### src/rtl/msi_dbl_pkg.sv
package msi_dbl_pkg;
  localparam int REG_W   = 32;
  localparam int REG_AW  = 12;
  localparam int NUM_VEC = REG_W;
  localparam int BASE_W  = 2 * REG_W;
  localparam int BE_W    = REG_W / 8;

  localparam logic [REG_AW-1:0] OFS_BASE_LO = 12'h820;
  localparam logic [REG_AW-1:0] OFS_BASE_HI = 12'h824;
  localparam logic [REG_AW-1:0] OFS_ENABLE  = 12'h828;
  localparam logic [REG_AW-1:0] OFS_MASK    = 12'h82C;
  localparam logic [REG_AW-1:0] OFS_PEND    = 12'h830;

  typedef enum logic [2:0] {
    SEL_NONE,
    SEL_BASE_LO,
    SEL_BASE_HI,
    SEL_ENABLE,
    SEL_MASK,
    SEL_PEND
  } reg_sel_e;
endpackage

### src/rtl/msi_dbl_regfile.sv
module msi_dbl_regfile
  import msi_dbl_pkg::*;
(
  input  logic               clk,
  input  logic               rst_n,
  input  logic               reg_wr,
  input  logic [REG_AW-1:0]  reg_addr,
  input  logic [REG_W-1:0]   reg_wdata,
  input  logic [NUM_VEC-1:0] pend_q,
  output logic [REG_W-1:0]   reg_rdata,
  output logic [BASE_W-1:0]  base_q,
  output logic [NUM_VEC-1:0] enable_q,
  output logic [NUM_VEC-1:0] mask_q,
  output logic [NUM_VEC-1:0] mask_nxt,
  output logic               pend_wr
);
  reg_sel_e            sel;
  logic [BASE_W-1:0]   base_d;
  logic [NUM_VEC-1:0]  enable_d;
  logic                base_en, enable_en, mask_en;

  always_comb begin
    unique case (reg_addr)
      OFS_BASE_LO: sel = SEL_BASE_LO;
      OFS_BASE_HI: sel = SEL_BASE_HI;
      OFS_ENABLE:  sel = SEL_ENABLE;
      OFS_MASK:    sel = SEL_MASK;
      OFS_PEND:    sel = SEL_PEND;
      default:     sel = SEL_NONE;
    endcase
  end

  always_comb begin
    base_en   = reg_wr && (sel == SEL_BASE_LO || sel == SEL_BASE_HI);
    enable_en = reg_wr && (sel == SEL_ENABLE);
    mask_en   = reg_wr && (sel == SEL_MASK);
    pend_wr   = reg_wr && (sel == SEL_PEND);
    base_d    = base_q;
    if (sel == SEL_BASE_LO) base_d[REG_W-1:0]      = reg_wdata;
    if (sel == SEL_BASE_HI) base_d[BASE_W-1:REG_W] = reg_wdata;
    enable_d  = reg_wdata;
    mask_nxt  = mask_en ? reg_wdata : mask_q;
  end

  always_ff @(posedge clk or negedge rst_n) begin
    if (!rst_n) begin
      base_q   <= '0;
      enable_q <= '0;
      mask_q   <= '0;
    end else begin
      if (base_en)   base_q   <= base_d;
      if (enable_en) enable_q <= enable_d;
      if (mask_en)   mask_q   <= mask_nxt;
    end
  end

  always_comb begin
    unique case (sel)
      SEL_BASE_LO: reg_rdata = base_q[REG_W-1:0];
      SEL_BASE_HI: reg_rdata = base_q[BASE_W-1:REG_W];
      SEL_ENABLE:  reg_rdata = enable_q;
      SEL_MASK:    reg_rdata = mask_q;
      SEL_PEND:    reg_rdata = pend_q;
      default:     reg_rdata = '0;
    endcase
  end

  AST_HALF_WRITE_KEEPS_HIGH: assert property (@(posedge clk) disable iff (!rst_n)
    (reg_wr && sel == SEL_BASE_LO) |=> $stable(base_q[BASE_W-1:REG_W]));
  AST_HALF_WRITE_KEEPS_LOW: assert property (@(posedge clk) disable iff (!rst_n)
    (reg_wr && sel == SEL_BASE_HI) |=> $stable(base_q[REG_W-1:0]));
endmodule

### src/rtl/msi_dbl_decoder.sv
module msi_dbl_decoder
  import msi_dbl_pkg::*;
(
  input  logic               clk,
  input  logic               rst_n,
  input  logic               db_valid,
  input  logic [BASE_W-1:0]  db_addr,
  input  logic [BE_W-1:0]    db_be,
  input  logic [REG_W-1:0]   db_data,
  input  logic [BASE_W-1:0]  base_q,
  input  logic [NUM_VEC-1:0] enable_q,
  output logic [NUM_VEC-1:0] set_vec
);
  logic window_live;
  logic hit;

  always_comb begin
    window_live = |enable_q;
    hit = db_valid && window_live && (db_addr == base_q) && (&db_be);
  end

  for (genvar v = 0; v < NUM_VEC; v++) begin : g_vec
    assign set_vec[v] = hit && enable_q[v] && (db_data == REG_W'(v));
  end

  AST_ONE_VECTOR: assert property (@(posedge clk) disable iff (!rst_n)
    $onehot0(set_vec));
  AST_WINDOW_OFF: assert property (@(posedge clk) disable iff (!rst_n)
    (enable_q == '0) |-> (set_vec == '0));
  AST_FULL_WORD_ONLY: assert property (@(posedge clk) disable iff (!rst_n)
    (set_vec != '0) |-> (db_be == '1));
endmodule

### src/rtl/msi_dbl_pending.sv
module msi_dbl_pending
  import msi_dbl_pkg::*;
(
  input  logic               clk,
  input  logic               rst_n,
  input  logic [NUM_VEC-1:0] set_vec,
  input  logic               pend_wr,
  input  logic [REG_W-1:0]   pend_wdata,
  input  logic [NUM_VEC-1:0] mask_nxt,
  output logic [NUM_VEC-1:0] pend_q,
  output logic               irq_q
);
  logic [NUM_VEC-1:0] after_set;
  logic [NUM_VEC-1:0] pend_d;
  logic               pend_en;
  logic               irq_d;

  always_comb begin
    after_set = pend_q | set_vec;
    pend_d    = pend_wr ? (after_set ^ pend_wdata) : after_set;
    pend_en   = pend_wr || (set_vec != '0);
    if ((pend_d & ~mask_nxt) != '0) irq_d = 1'b1;
    else if (pend_d == '0)          irq_d = 1'b0;
    else                            irq_d = irq_q;
  end

  always_ff @(posedge clk or negedge rst_n) begin
    if (!rst_n) begin
      pend_q <= '0;
      irq_q  <= 1'b0;
    end else begin
      if (pend_en) pend_q <= pend_d;
      irq_q <= irq_d;
    end
  end

  AST_IRQ_NEEDS_PENDING: assert property (@(posedge clk) disable iff (!rst_n)
    irq_q |-> (pend_q != '0));
  AST_QUIET_HOLDS: assert property (@(posedge clk) disable iff (!rst_n)
    (!pend_wr && set_vec == '0) |=> $stable(pend_q));
  AST_DROP_ON_EMPTY: assert property (@(posedge clk) disable iff (!rst_n)
    $fell(irq_q) |-> (pend_q == '0));
endmodule

### src/rtl/msi_doorbell_collector.sv
module msi_doorbell_collector
  import msi_dbl_pkg::*;
(
  input  logic              clk,
  input  logic              rst_n,
  input  logic              reg_wr,
  input  logic [REG_AW-1:0] reg_addr,
  input  logic [REG_W-1:0]  reg_wdata,
  output logic [REG_W-1:0]  reg_rdata,
  input  logic              db_valid,
  input  logic [BASE_W-1:0] db_addr,
  input  logic [BE_W-1:0]   db_be,
  input  logic [REG_W-1:0]  db_data,
  output logic              irq
);
  localparam int SYNC_STAGES = 2;

  logic [SYNC_STAGES-1:0] rst_pipe;
  logic                   rst_sync_n;
  logic [BASE_W-1:0]      base_q;
  logic [NUM_VEC-1:0]     enable_q, mask_q, mask_nxt, pend_q, set_vec;
  logic                   pend_wr;

  always_ff @(posedge clk or negedge rst_n) begin
    if (!rst_n) rst_pipe <= '0;
    else        rst_pipe <= {rst_pipe[SYNC_STAGES-2:0], 1'b1};
  end
  assign rst_sync_n = rst_pipe[SYNC_STAGES-1];

  msi_dbl_regfile u_regs (
    .clk(clk), .rst_n(rst_sync_n), .reg_wr(reg_wr), .reg_addr(reg_addr),
    .reg_wdata(reg_wdata), .pend_q(pend_q), .reg_rdata(reg_rdata),
    .base_q(base_q), .enable_q(enable_q), .mask_q(mask_q),
    .mask_nxt(mask_nxt), .pend_wr(pend_wr)
  );

  msi_dbl_decoder u_dec (
    .clk(clk), .rst_n(rst_sync_n), .db_valid(db_valid), .db_addr(db_addr),
    .db_be(db_be), .db_data(db_data), .base_q(base_q),
    .enable_q(enable_q), .set_vec(set_vec)
  );

  msi_dbl_pending u_pend (
    .clk(clk), .rst_n(rst_sync_n), .set_vec(set_vec), .pend_wr(pend_wr),
    .pend_wdata(reg_wdata), .mask_nxt(mask_nxt), .pend_q(pend_q),
    .irq_q(irq)
  );

  AST_UNMASKED_RAISES: assert property (@(posedge clk) disable iff (!rst_sync_n)
    ((pend_q & ~mask_q) != '0) |-> irq);
  AST_MASK_WRITE_NO_PEND: assert property (@(posedge clk) disable iff (!rst_sync_n)
    (reg_wr && reg_addr == OFS_MASK && set_vec == '0) |=> $stable(pend_q));
endmodule

### config.mk
export PLATFORM = sky130hd
export DESIGN_NAME = msi_doorbell_collector
export DESIGN_NICKNAME = d
export VERILOG_FILES = /design/src/rtl/msi_dbl_pkg.sv /design/src/rtl/msi_dbl_regfile.sv /design/src/rtl/msi_dbl_decoder.sv /design/src/rtl/msi_dbl_pending.sv /design/src/rtl/msi_doorbell_collector.sv
export SDC_FILE = /design/constraint.sdc
export NUM_CORES = 1
export LEC_CHECK = 0
export BUFFER_PORTS_ARGS = -buffer_cell sky130_fd_sc_hd__buf_2
export CELL_PAD_IN_SITES_DETAIL_PLACEMENT = 0
export CELL_PAD_IN_SITES_GLOBAL_PLACEMENT = 1
export CORE_UTILIZATION = 31
export CTS_BUF_LIST = sky130_fd_sc_hd__clkbuf_8
export CTS_CLUSTER_SIZE = 10
export DETAILED_ROUTE_END_ITERATION = 10
export PLACE_DENSITY = 0.56
export SLEW_MARGIN = 20
export SYNTH_ARGS = -nofsm -noshare
export SYNTH_HDL_FRONTEND = slang
export SYNTH_HIERARCHICAL = 1
export SYNTH_SLANG_ARGS = --single-unit
export TNS_END_PERCENT = 20
### constraint.sdc
create_clock -name clk -period 11.5 [get_ports clk]
set_input_delay 1.725 -clock clk [delete_from_list [all_inputs] [get_ports clk]]
set_output_delay 1.725 -clock clk [all_outputs]
set_load 0.005 [all_outputs]
==> reports/qor.yml, run 1 <==
status:
  outcome: "complete, but fails checks"
  violations: "design-rule violations"
final_layout:
  synthToLayoutAreaGrowth_pct: 16.5
  fin_nets: 1210
  layout-drive-gt1-share_pct: 38.0
  fin_area_sq_um: 11900
  layout_commonest_cell: "buf_2"
  layout_common_cells: "buf_2, dfrtp_1, mux2_2"
  nFillCells: 3263
synth:
  synth_compound_area_share_pct: 13.6
  synth_top_area_cell: "dfrtp_1"
  synth_top_flop_cell: "dfrtp_1"
  yosys.area_share.simple_pct: 14.4
  synth-adder-area-share_pct: 0
  postSynthAreaPerCell_sq_um: 11.3
  async_flop_share_pct: 100
  syn_inst: 899
  seq_area_frac_synth_pct: 40.0
  synthMuxAreaShare_pct: 24.0
  ys.warnings.count: 6
  synth_fp_nets: 1047
  synth_edf_count: 0
  synth_top_family_by_area: "multiplexers"
  synthTopCellsByArea: "dfrtp_1, mux2_2, mux2i_1"
  ys_ff_latch: 163
  synth_top_area_share_pct: 40.0
  yosysUniqueCellTypes: 57
  synthXorXnorAreaFrac_pct: 3.69
  syn_area_sq_um: 10200
route:
  dr_total_vias: 8134
  firstDrtPassIters: 8
  drc: 2
  wirelength_mm: 37.5
  viasPerCell: 5.35
  routedWlPerCell_um: 24.7
  ant_nets: 0
  drtIter0Drc: 504
  highest_layer: "met4"
  wl_met1_mm: 17.5
  wl_met2_mm: 17.9
  met3_length_mm: 1.62
global_route:
  grt_pass1_wl_mm: 55.5
  antenna_found_initial: 1
  track_usage_pct: 22.9
  grt_max_degree: 75
  overflow: 0
  grt_pass1_vias: 8223
die:
  rows: 66
  core_area_sq_um: 32500
  die_h_um: 183
  die_x_um: 183
  die-area_sq_um: 33600
  initial_core_util_pct: 31.4
  io_pins: 181
timing:
  rsz0062_at_grt: "no"
  fin_crit_sh_pct: 50.4
  clock.fmax_mhz: 173
  hold_violations: 0
  worst_slack_ns: 5.70
  drv_slew: 0
  period_minus_slack_ns: 5.80
  fin_setup_tns_ns: 0
  finalSetupViolations: 0
  tightestPinTransition_ns: 1.17
  finClkSkew_ns: 0.0180
  slew_headroom_pct: 22.0
clocking:
  clkTransAtPathRegs_ns: 0.10
  post-cts-setup-buffers: 0
  cts_tree: "built"
  cts.sinks: 163
  cts.repair.resized: 0
  numCtsBuffers: 17
  cts-root-buf: "clkbuf_8"
  cts_max_level: 4
  cts.path.max_buffers: 2
  clk_latency_ns: 0.47
  hold_buffers: 0
setup_path:
  r2r-start: "u_regs/base_q[10]"
  critPathMaxFanout: 39
  arrival_ns: 4.07
  path_class: "in2out"
  start_kind: "input port"
  rr_worst_depth: 11
  end_kind: "output pin"
  ff2ff_setup_slack_ns: 7.23
  r2r_end: "u_pend/irq_q"
  cp_data_required_time_ns: 9.78
placement:
  placed_area_sq_um: 11500
  place.port_buffers: 180
  dp_hpwl_mm: 27.6
  gp_congestion: 0.881
  place_ws_ns: 5.65
power_and_ir_drop:
  powerDensity_nw_per_um2: 91.3
  ir_worst_vdd_mv: 0.0508
  leakagePower_uw: 0.00577
  p_total_uw: 1080
run:
  max-cap-violations: 0
worst_hold_path:
  hold_path_class: "reg2async"
[critical path, cell delays in order]
cell and delay [ns]:
buf_2 0.07, buf_4 0.56, nand2b_1 0.71, buf_4 0.42, o22ai_1 0.14, a22o_1 0.27, buf_2 0.13
[final cells by class]
type,count,area (sq um),area share [%]
inverter,32,120,1.01
multi-input combinational,650,5720,48.1
tap,442,553,4.65
clock buffer,18,248,2.09
sequential,163,4080,34.4
timing repair buffer,198,1060,8.92
clock inverter,14,92.6,0.779
antenna,2,5.00,0.0421
[sequential cells by signal (all words and copies together) (netlist names)]
name             flops
u_regs/base_q       64
u_pend/pend_q       32
u_regs/enable_q     32
u_regs/mask_q       32
rst_pipe             2
u_pend/irq_q         1
[cell families (layout without fill, tap and decap cells)]
group | after synthesis | after routing
compound gates | 172 | 172
xor+xnor | 43 | 43
buf+inv | 86 | 262
flops | 163 | 163
mux | 224 | 224
other cells | 1 | 3
simple gates | 210 | 210
[metal layers]
metal	vias to the layer above	GRT usage (%)
met2	230	37.5
met5	-	0
li1	3783	-
met4	0	5.70
met3	27	3.20
met1	4094	31.6
[Yosys cell counts, types with 2 or more instances]
| cell type | count |
|---|---|
| nand2b_1 | 16 |
| nor3_2 | 30 |
| nor2b_1 | 9 |
| or3b_2 | 2 |
| nor4_2 | 4 |
| nand3_1 | 34 |
| or4_1 | 2 |
| buf_6 | 12 |
| a22o_1 | 33 |
| mux2_1 | 31 |
| inv_1 | 32 |
| nor4_4 | 4 |
| nor2_1 | 5 |
| mux2_2 | 129 |
| o221ai_1 | 2 |
| and2_1 | 14 |
| nand3b_1 | 12 |
| xnor2_1 | 41 |
| mux2i_1 | 64 |
| or4bb_1 | 2 |
| nor4_1 | 18 |
| a211o_1 | 32 |
| nand2_1 | 22 |
| a22oi_2 | 3 |
| clkbuf_1 | 19 |
| o211ai_1 | 32 |
| xor2_1 | 2 |
| nor3b_1 | 3 |
| dfrtp_1 | 163 |
| buf_2 | 16 |
| o2111ai_1 | 8 |
| o22ai_1 | 40 |
| and4_1 | 2 |
| buf_1 | 6 |
| nand4_1 | 17 |
| a22oi_1 | 14 |
| nor3_1 | 4 |
[how the worst max path moves through the flow]
stage,endpoint,from,slack (ns)
4_1_cts,reg_rdata[0],reg_addr[4],5.65
3_3_place_gp,reg_rdata[0],reg_addr[4],5.74
5_1_grt,reg_rdata[0],reg_addr[4],5.58
2_1_floorplan,reg_rdata[13],reg_addr[1],6.48
3_5_place_dp,reg_rdata[0],reg_addr[4],5.65
6_report,reg_rdata[0],reg_addr[4],5.70
[power breakdown]
part / total [uW] / internal, uW / switching [uW]
clock: 393 / 154 / 239
sequential: 581 / 576 / 4.69
combinational: 111 / 41.0 / 70.1
[through the flow]
stage                     hold WS [ns]  std cells  util, %
after CTS                        0.197       1516     36.5
after floorplan                  0.331        899        -
after detailed placement         0.187       1484     35.4
after global routing             0.208       1517     36.6
final                            0.187       1519     36.6
after global placement           0.188       1484     35.4
(Power assumes the default switching activity.)
==> run 2: changes to the inputs <==
==> constraint.sdc (replaced) <==
create_clock -name clk -period 5.45 [get_ports clk]
set_input_delay 0.8175 -clock clk [delete_from_list [all_inputs] [get_ports clk]]
set_output_delay 0.8175 -clock clk [all_outputs]
set_load 0.005 [all_outputs]
==> run 2 against run 1 <==
Combinational power increased by 110%. Sequential power increased by 110%. Clock-buffer cell count unchanged. The flow now finishes without violations. Critical path type is now in2reg. Highest routed layer unchanged. Largest power group unchanged. Die area unchanged. First-iteration DRC count increased by 21%.
==> reports/qor.yml, run 2 (synthesized netlist as in run 1, its figures left out) <==
status:
  outcome: "finished, final reports clean"  # was complete, but fails checks
die:
  io_pins: 181  # unchanged
  initial_core_util_pct: 31.4  # unchanged
  die-area_sq_um: 33600  # unchanged
  core_area_sq_um: 32500  # unchanged
  die_x_um: 183  # unchanged
  die_h_um: 183  # unchanged
  rows: 66  # unchanged
placement:
  dp_hpwl_mm: 28.0  # was 27.6 mm
  dpl.cell_count: 1484  # unchanged
  place.port_buffers: 180  # unchanged
  gp_congestion: 0.870  # was 0.881
final_layout:
  final_util_pct: 36.9  # was 36.6%
  layout_common_cells: "buf_2, dfrtp_1, mux2_2"  # unchanged
  finalNonFillerCells: 1518  # was 1519
  fin_nets: 1210  # unchanged
  largest_reg_flops: 64  # unchanged
  synthToLayoutAreaGrowth_pct: 17.4  # was 16.5%
  layout_commonest_cell: "buf_2"  # unchanged
  top_register: "u_regs/base_q"  # unchanged
  layout-drive-gt1-share_pct: 38.3  # was 38.0%
clocking:
  cts.repair.resized: 0  # unchanged
  cts_tree: "built"  # unchanged
  post-cts-setup-buffers: 0  # unchanged
  clkTransAtPathRegs_ns: 0.10  # about the same
  numCtsBuffers: 17  # unchanged
  cts_max_level: 4  # unchanged
  cts.path.max_buffers: 2  # unchanged
  hold_buffers: 0  # unchanged
  cts.sinks: 163  # unchanged
  clk_latency_ns: 0.48  # was 0.47 ns
  cts-root-buf: "clkbuf_8"  # unchanged
timing:
  rsz0062_at_grt: "no"  # unchanged
  finalSetupViolations: 0  # unchanged
  fin_setup_tns_ns: 0  # unchanged
  period_minus_slack_ns: 4.09
  finClkSkew_ns: 0.0226  # was 0.0180 ns
  fin_crit_sh_pct: 75.0
  drv_slew: 0  # unchanged
  clock.fmax_mhz: 245
  hold_violations: 0  # unchanged
  slew_headroom_pct: 27.2  # was 22.0%
  tightestPinTransition_ns: 1.09  # was 1.17 ns
power_and_ir_drop:
  powerDensity_nw_per_um2: 206  # was 91.3 nW/um^2
  ir_worst_vdd_mv: 0.116  # was 0.0508 mV
  p_total_uw: 2470  # was 1080 uW
  leakagePower_uw: 0.00580  # was 0.00577 uW
global_route:
  grt_pass1_wl_mm: 55.9  # was 55.5 mm
  antenna_found_initial: 0  # was 1
  grt_pass1_vias: 8253  # was 8223
  grt_max_degree: 75  # unchanged
  overflow: 0  # unchanged
  track_usage_pct: 23.1  # was 22.9%
route:
  wl_met1_mm: 17.6  # was 17.5 mm
  ant_nets: 0  # unchanged
  highest_layer: "met4"  # unchanged
  wirelength_mm: 38.1  # was 37.5 mm
  dr_total_vias: 8213  # was 8134
  wl_met2_mm: 17.2  # was 17.9 mm
  viasPerCell: 5.41  # was 5.35
  firstDrtPassIters: 6  # was 8
  met3_length_mm: 2.23  # was 1.62 mm
  drtIter0Drc: 612  # was 504
  drc: 0  # was 2
  routedWlPerCell_um: 25.1  # was 24.7 um
setup_path:
  critical_path.top_delay_family: "simple AND/OR/NAND/NOR gates"  # was buffers and inverters
  cp_num_buf_inv: 2  # was 4
  path_class: "in2reg"  # was in2out
  end_kind: "flip-flop"  # was output pin
  slowest_delay_ns: 0.54  # was 0.71 ns
  cp_slowest_cell: "xnor2_1"  # was nand2b_1
  critPathMaxFanout: 18  # was 39
  start_kind: "input port"  # unchanged
  crit_path_frequent_cell: "nand4_1"
  path_cells: "buf_2 > xnor2_1 > nand4_1 > nor4_4 > o2111ai_4 > buf_4 > nor3_2 > o211ai_1 > a22oi_1 > nand4_1 > o41ai_2 > nand4_1"  # was buf_2 > buf_4 > nand2b_1 > buf_4 > o22ai_1 > a22o_1 > buf_2
  cp_data_required_time_ns: 5.79  # was 9.78 ns
  arrival_ns: 4.43  # was 4.07 ns
worst_hold_path:
  hold_path_class: "in2async"  # was reg2async
run:
  max-cap-violations: 0  # unchanged
## run 2: cell types whose count changed in the layout (fill, tap and decap cells not counted), moves of 2 or more
cell	change
buf_12	+2
bufinv_16	+3
clkinv_2	-2
clkinv_4	-2
inv_1	-4
inv_6	+6
## run 2: per-stage QoR
step / cell area (sq um) / hold WS (ns) / setup WS (ns)
after floorplan: 10200 / 0.331 / 0.572
after global placement: 11500 / 0.336 / 0.948
after detailed placement: 11500 / 0.340 / 0.906
after CTS: 12000 / 0.0805 / 1.43
after global routing: 12000 / 0.0761 / 1.24
final: 12000 / 0.109 / 1.36
## run 2: worst paths after layout
check / start / end / slack (ns) / depth (start not counted)
min: rst_n / rst_pipe[1] / 0.11 / 1
min in group clk: rst_pipe[0] / rst_pipe[1] / 0.36 / 0
max: db_addr[43] / u_pend/irq_q / 1.36 / 12
max in group asynchronous: rst_pipe[1] / u_pend/pend_q[11] / 3.78 / 2
max reg2reg: u_regs/base_q[43] / u_pend/irq_q / 1.38 / 11
min reg2reg: rst_pipe[1] / u_regs/base_q[29] / 0.30 / 0
## run 2: metal layers
metal / vias to the layer above / GRT usage [%]
met4: 0 / 8.10
li1: 3790 / -
met2: 261 / 36.1
met5: - / 0
met1: 4116 / 31.6
met3: 46 / 4.61
## run 2: area by class of cell
| type | instances | area [sq um] |
|---|---|---|
| Multi-Input combinational cell | 650 | 5720 |
| Timing Repair Buffer | 198 | 1060 |
| Clock buffer | 18 | 248 |
| Clock inverter | 14 | 185 |
| Inverter | 32 | 120 |
| Tap cell | 442 | 553 |
| Fill cell | 3298 | 20500 |
| Sequential cell | 163 | 4080 |
| Antenna cell | 1 | 2.50 |
## run 2: worst reg2reg max path, stage by stage, from the launching register on
cell and delay (ns):
dfrtp_1 0.41, xnor2_1 0.58, nand4_1 0.39, nor4_4 0.38
o2111ai_4 0.45, buf_4 0.41, nor3_2 0.24, o211ai_1 0.16
a22oi_1 0.24, nand4_1 0.21, o41ai_2 0.36, nand4_1 0.12
## run 2: where the power goes
part | total, uW | internal, uW | switching, uW | leakage, uW
Clock | 1000 | 479 | 523 | 0.000216
Combinational | 237 | 85.8 | 151 | 0.00332
Sequential | 1230 | 1220 | 13.7 | 0.00227
Total | 2470 | 1780 | 687 | 0.00580
==> run 3: changes to the inputs <==
==> constraint.sdc (replaced) <==
create_clock -name clk -period 4.2 [get_ports clk]
set_input_delay 0.63 -clock clk [delete_from_list [all_inputs] [get_ports clk]]
set_output_delay 0.63 -clock clk [all_outputs]
set_load 0.005 [all_outputs]
==> run 3 against run 2 <==
Clock power is 11% higher. Sequential share of layout area fell by 0.63 points. Worst setup slack got worse by 0.84 ns. Register-to-register slack worse by 0.85 ns. Cell area is 1.9% higher. Largest power group unchanged. First-iteration DRC count is 0.49% lower. Clock skew is 0.0085 ns lower. Via count rose by 3.5%. Power is 22% higher. Critical path depth unchanged. Non-clock buffer count up 36. Largest cell class unchanged. Final cell count grew 2.4%.
==> reports/qor.yml, run 3 (synthesized netlist as in run 1, its figures left out) <==
status:
  outcome: "finished, final reports clean"  # unchanged
route:
  drtIter0Drc: 609  # was 612
  dr_total_vias: 8502  # was 8213
  wl_met1_mm: 17.8  # was 17.6 mm
  wl_met2_mm: 17.5  # was 17.2 mm
  met3_length_mm: 2.20  # was 2.23 mm
  drc: 0  # unchanged
  wirelength_mm: 38.5  # was 38.1 mm
  routedWlPerCell_um: 24.8  # was 25.1 um
  ant_nets: 0  # unchanged
  firstDrtPassIters: 5  # was 6
  highest_layer: "met4"  # unchanged
  viasPerCell: 5.47  # was 5.41
setup_path:
  cp_data_required_time_ns: 4.55  # was 5.79 ns
  start_kind: "flip-flop"  # was input port
  cp_num_buf_inv: 2  # unchanged
  critical_path.top_delay_family: "simple AND/OR/NAND/NOR gates"  # unchanged
  crit_path_frequent_cell: "nand4_1"  # unchanged
  critPathMaxFanout: 32  # was 18
  path_cells: "xnor2_1 > nand4_1 > nor4_4 > o2111ai_4 > buf_12 > nor3_2 > o211ai_1 > buf_4 > nand2_1 > o22ai_1 > nor4_1 > nand4_1"  # was buf_2 > xnor2_1 > nand4_1 > nor4_4 > o2111ai_4 > buf_4 > nor3_2 > o211ai_1 > a22oi_1 > nand4_1 > o41ai_2 > nand4_1
  cp_slowest_cell: "xnor2_1"  # unchanged
  path_class: "reg2reg"  # was in2reg
  arrival_ns: 4.02  # was 4.43 ns
  end_kind: "flip-flop"  # unchanged
  slowest_delay_ns: 0.49  # was 0.54 ns
die:
  die_h_um: 183  # unchanged
  rows: 66  # unchanged
  die-area_sq_um: 33600  # unchanged
  core_area_sq_um: 32500  # unchanged
  io_pins: 181  # unchanged
  initial_core_util_pct: 31.4  # unchanged
  die_x_um: 183  # unchanged
power_and_ir_drop:
  p_clk_share_pct: 36.9  # was 40.6%
  leakagePower_uw: 0.00596  # was 0.00580 uW
  powerDensity_nw_per_um2: 247  # was 206 nW/um^2
  ir_worst_vdd_mv: 0.144  # was 0.116 mV
  seqPwrFrac_pct: 53.0  # was 49.8%
  intPower_uw: 2120  # was 1780 uW
  p_sw_share_pct: 29.8  # was 27.8%
  p_switching_uw: 900  # was 687 uW
  combPwrFrac_pct: 10.1  # was 9.6%
clocking:
  cts_max_level: 4  # unchanged
  post-cts-setup-buffers: 0  # unchanged
  clkTransAtPathRegs_ns: 0.10  # about the same
  clk_latency_ns: 0.48  # about the same
  cts.sinks: 163  # unchanged
  cts_tree: "built"  # unchanged
  cts-root-buf: "clkbuf_8"  # unchanged
  numCtsBuffers: 17  # unchanged
  cts.path.max_buffers: 2  # unchanged
timing:
  slew_headroom_pct: 33.2  # was 27.2%
  tightestPinTransition_ns: 1.00  # was 1.09 ns
  rsz0062_at_grt: "no"  # unchanged
  drv_slew: 0  # unchanged
  period_minus_slack_ns: 3.67
  hold_violations: 0  # unchanged
  finClkSkew_ns: 0.0142  # was 0.0226 ns
  fin_crit_sh_pct: 87.5
  clock.fmax_mhz: 272
  finalSetupViolations: 0  # unchanged
  fin_setup_tns_ns: 0  # unchanged
final_layout:
  finalNonFillerCells: 1554  # was 1518
  fin_nets: 1246  # was 1210
  layout-drive-gt1-share_pct: 40.2  # was 38.3%
  layout_commonest_cell: "buf_2"  # unchanged
  top_register: "u_regs/base_q"  # unchanged
  largest_reg_flops: 64  # unchanged
  synthToLayoutAreaGrowth_pct: 19.7  # was 17.4%
  layout_common_cells: "buf_2, dfrtp_1, mux2_2"  # unchanged
run:
  max-cap-violations: 0  # unchanged
global_route:
  antenna_found_initial: 0  # unchanged
  grt_max_degree: 71  # was 75
  grt_pass1_vias: 8500  # was 8253
  overflow: 0  # unchanged
  grt_pass1_wl_mm: 56.8  # was 55.9 mm
  track_usage_pct: 23.3  # was 23.1%
placement:
  dp_hpwl_mm: 28.2  # was 28.0 mm
  gp_congestion: 0.862  # was 0.870
  dpl.cell_count: 1520  # was 1484
  place.port_buffers: 180  # unchanged
worst_hold_path:
  hold_path_class: "reg2reg"  # was in2async
==> run 3: path summary, 6_finish.rpt <==
path / from / cells after the start / slack (ns) / to
min in group asynchronous: rst_n / 2 / 0.45 / rst_pipe[1]
max in group asynchronous: rst_pipe[1] / 1 / 2.49 / u_pend/pend_q[19]
worst min register to register: rst_pipe[0] / 0 / 0.36 / rst_pipe[1]
worst min-delay path: rst_pipe[0] / 0 / 0.36 / rst_pipe[1]
worst max-delay path: u_regs/base_q[6] / 12 / 0.53 / u_pend/irq_q
worst max register to register: u_regs/base_q[6] / 12 / 0.53 / u_pend/irq_q
==> run 3: worst register-to-register path: cells and delay by family, from the launching register on <==
kind	cells	cell delay, ns
xor gates and xnor gates	1	0.49
and+or+nand+nor	6	1.76
AOI/OAI and AO/OA	3	0.48
DFF	1	0.42
buffers and inverters	2	0.39
==> run 3: cell type report <==
cell class | count | area [sq um]
Fill cell | 3270 | 20300
Multi-Input combinational cell | 650 | 5720
Sequential cell | 163 | 4080
Timing Repair Buffer | 234 | 1360
Tap cell | 442 | 553
Clock buffer | 17 | 234
Clock inverter | 15 | 128
Inverter | 32 | 120
Antenna cell | 1 | 2.50
==> run 3: power by group through the flow <==
stage	Sequential (uW)	Combinational [uW]	Clock (uW)
detailed placement	1630	304	0
finish	1600	303	1110
CTS	1600	306	1150
floorplan	1640	107	0
global route	1610	325	1210
global placement	1630	304	0
==> run 3: stage by stage <==
stage | instance area (sq um) | setup slack [ns] | utilization [%] | power [uW] | hold slack [ns]
after floorplan | 10200 | 0.714 | - | 1740 | 0.331
after global placement | 11800 | 0.191 | 36.4 | 1940 | 0.335
after detailed placement | 11800 | 0.221 | 36.4 | 1940 | 0.339
after CTS | 12200 | 0.493 | 37.6 | 3060 | 0.361
after global routing | 12200 | 0.255 | 37.6 | 3140 | 0.366
final | 12200 | 0.526 | 37.6 | 3020 | 0.358
==> run 3: what timing repair did <==
action	4_1_cts	5_1_grt
hold buffers	1	0
resized for setup	0	0
endpoints found under the hold margin	2	0
==> run 3: layer usage <==
metal / vias to the layer above / GRT usage, %
met4: 0 / 7.87
li1: 3859 / -
met2: 320 / 36.2
met3: 37 / 4.25
met1: 4286 / 32.5
met5: - / 0
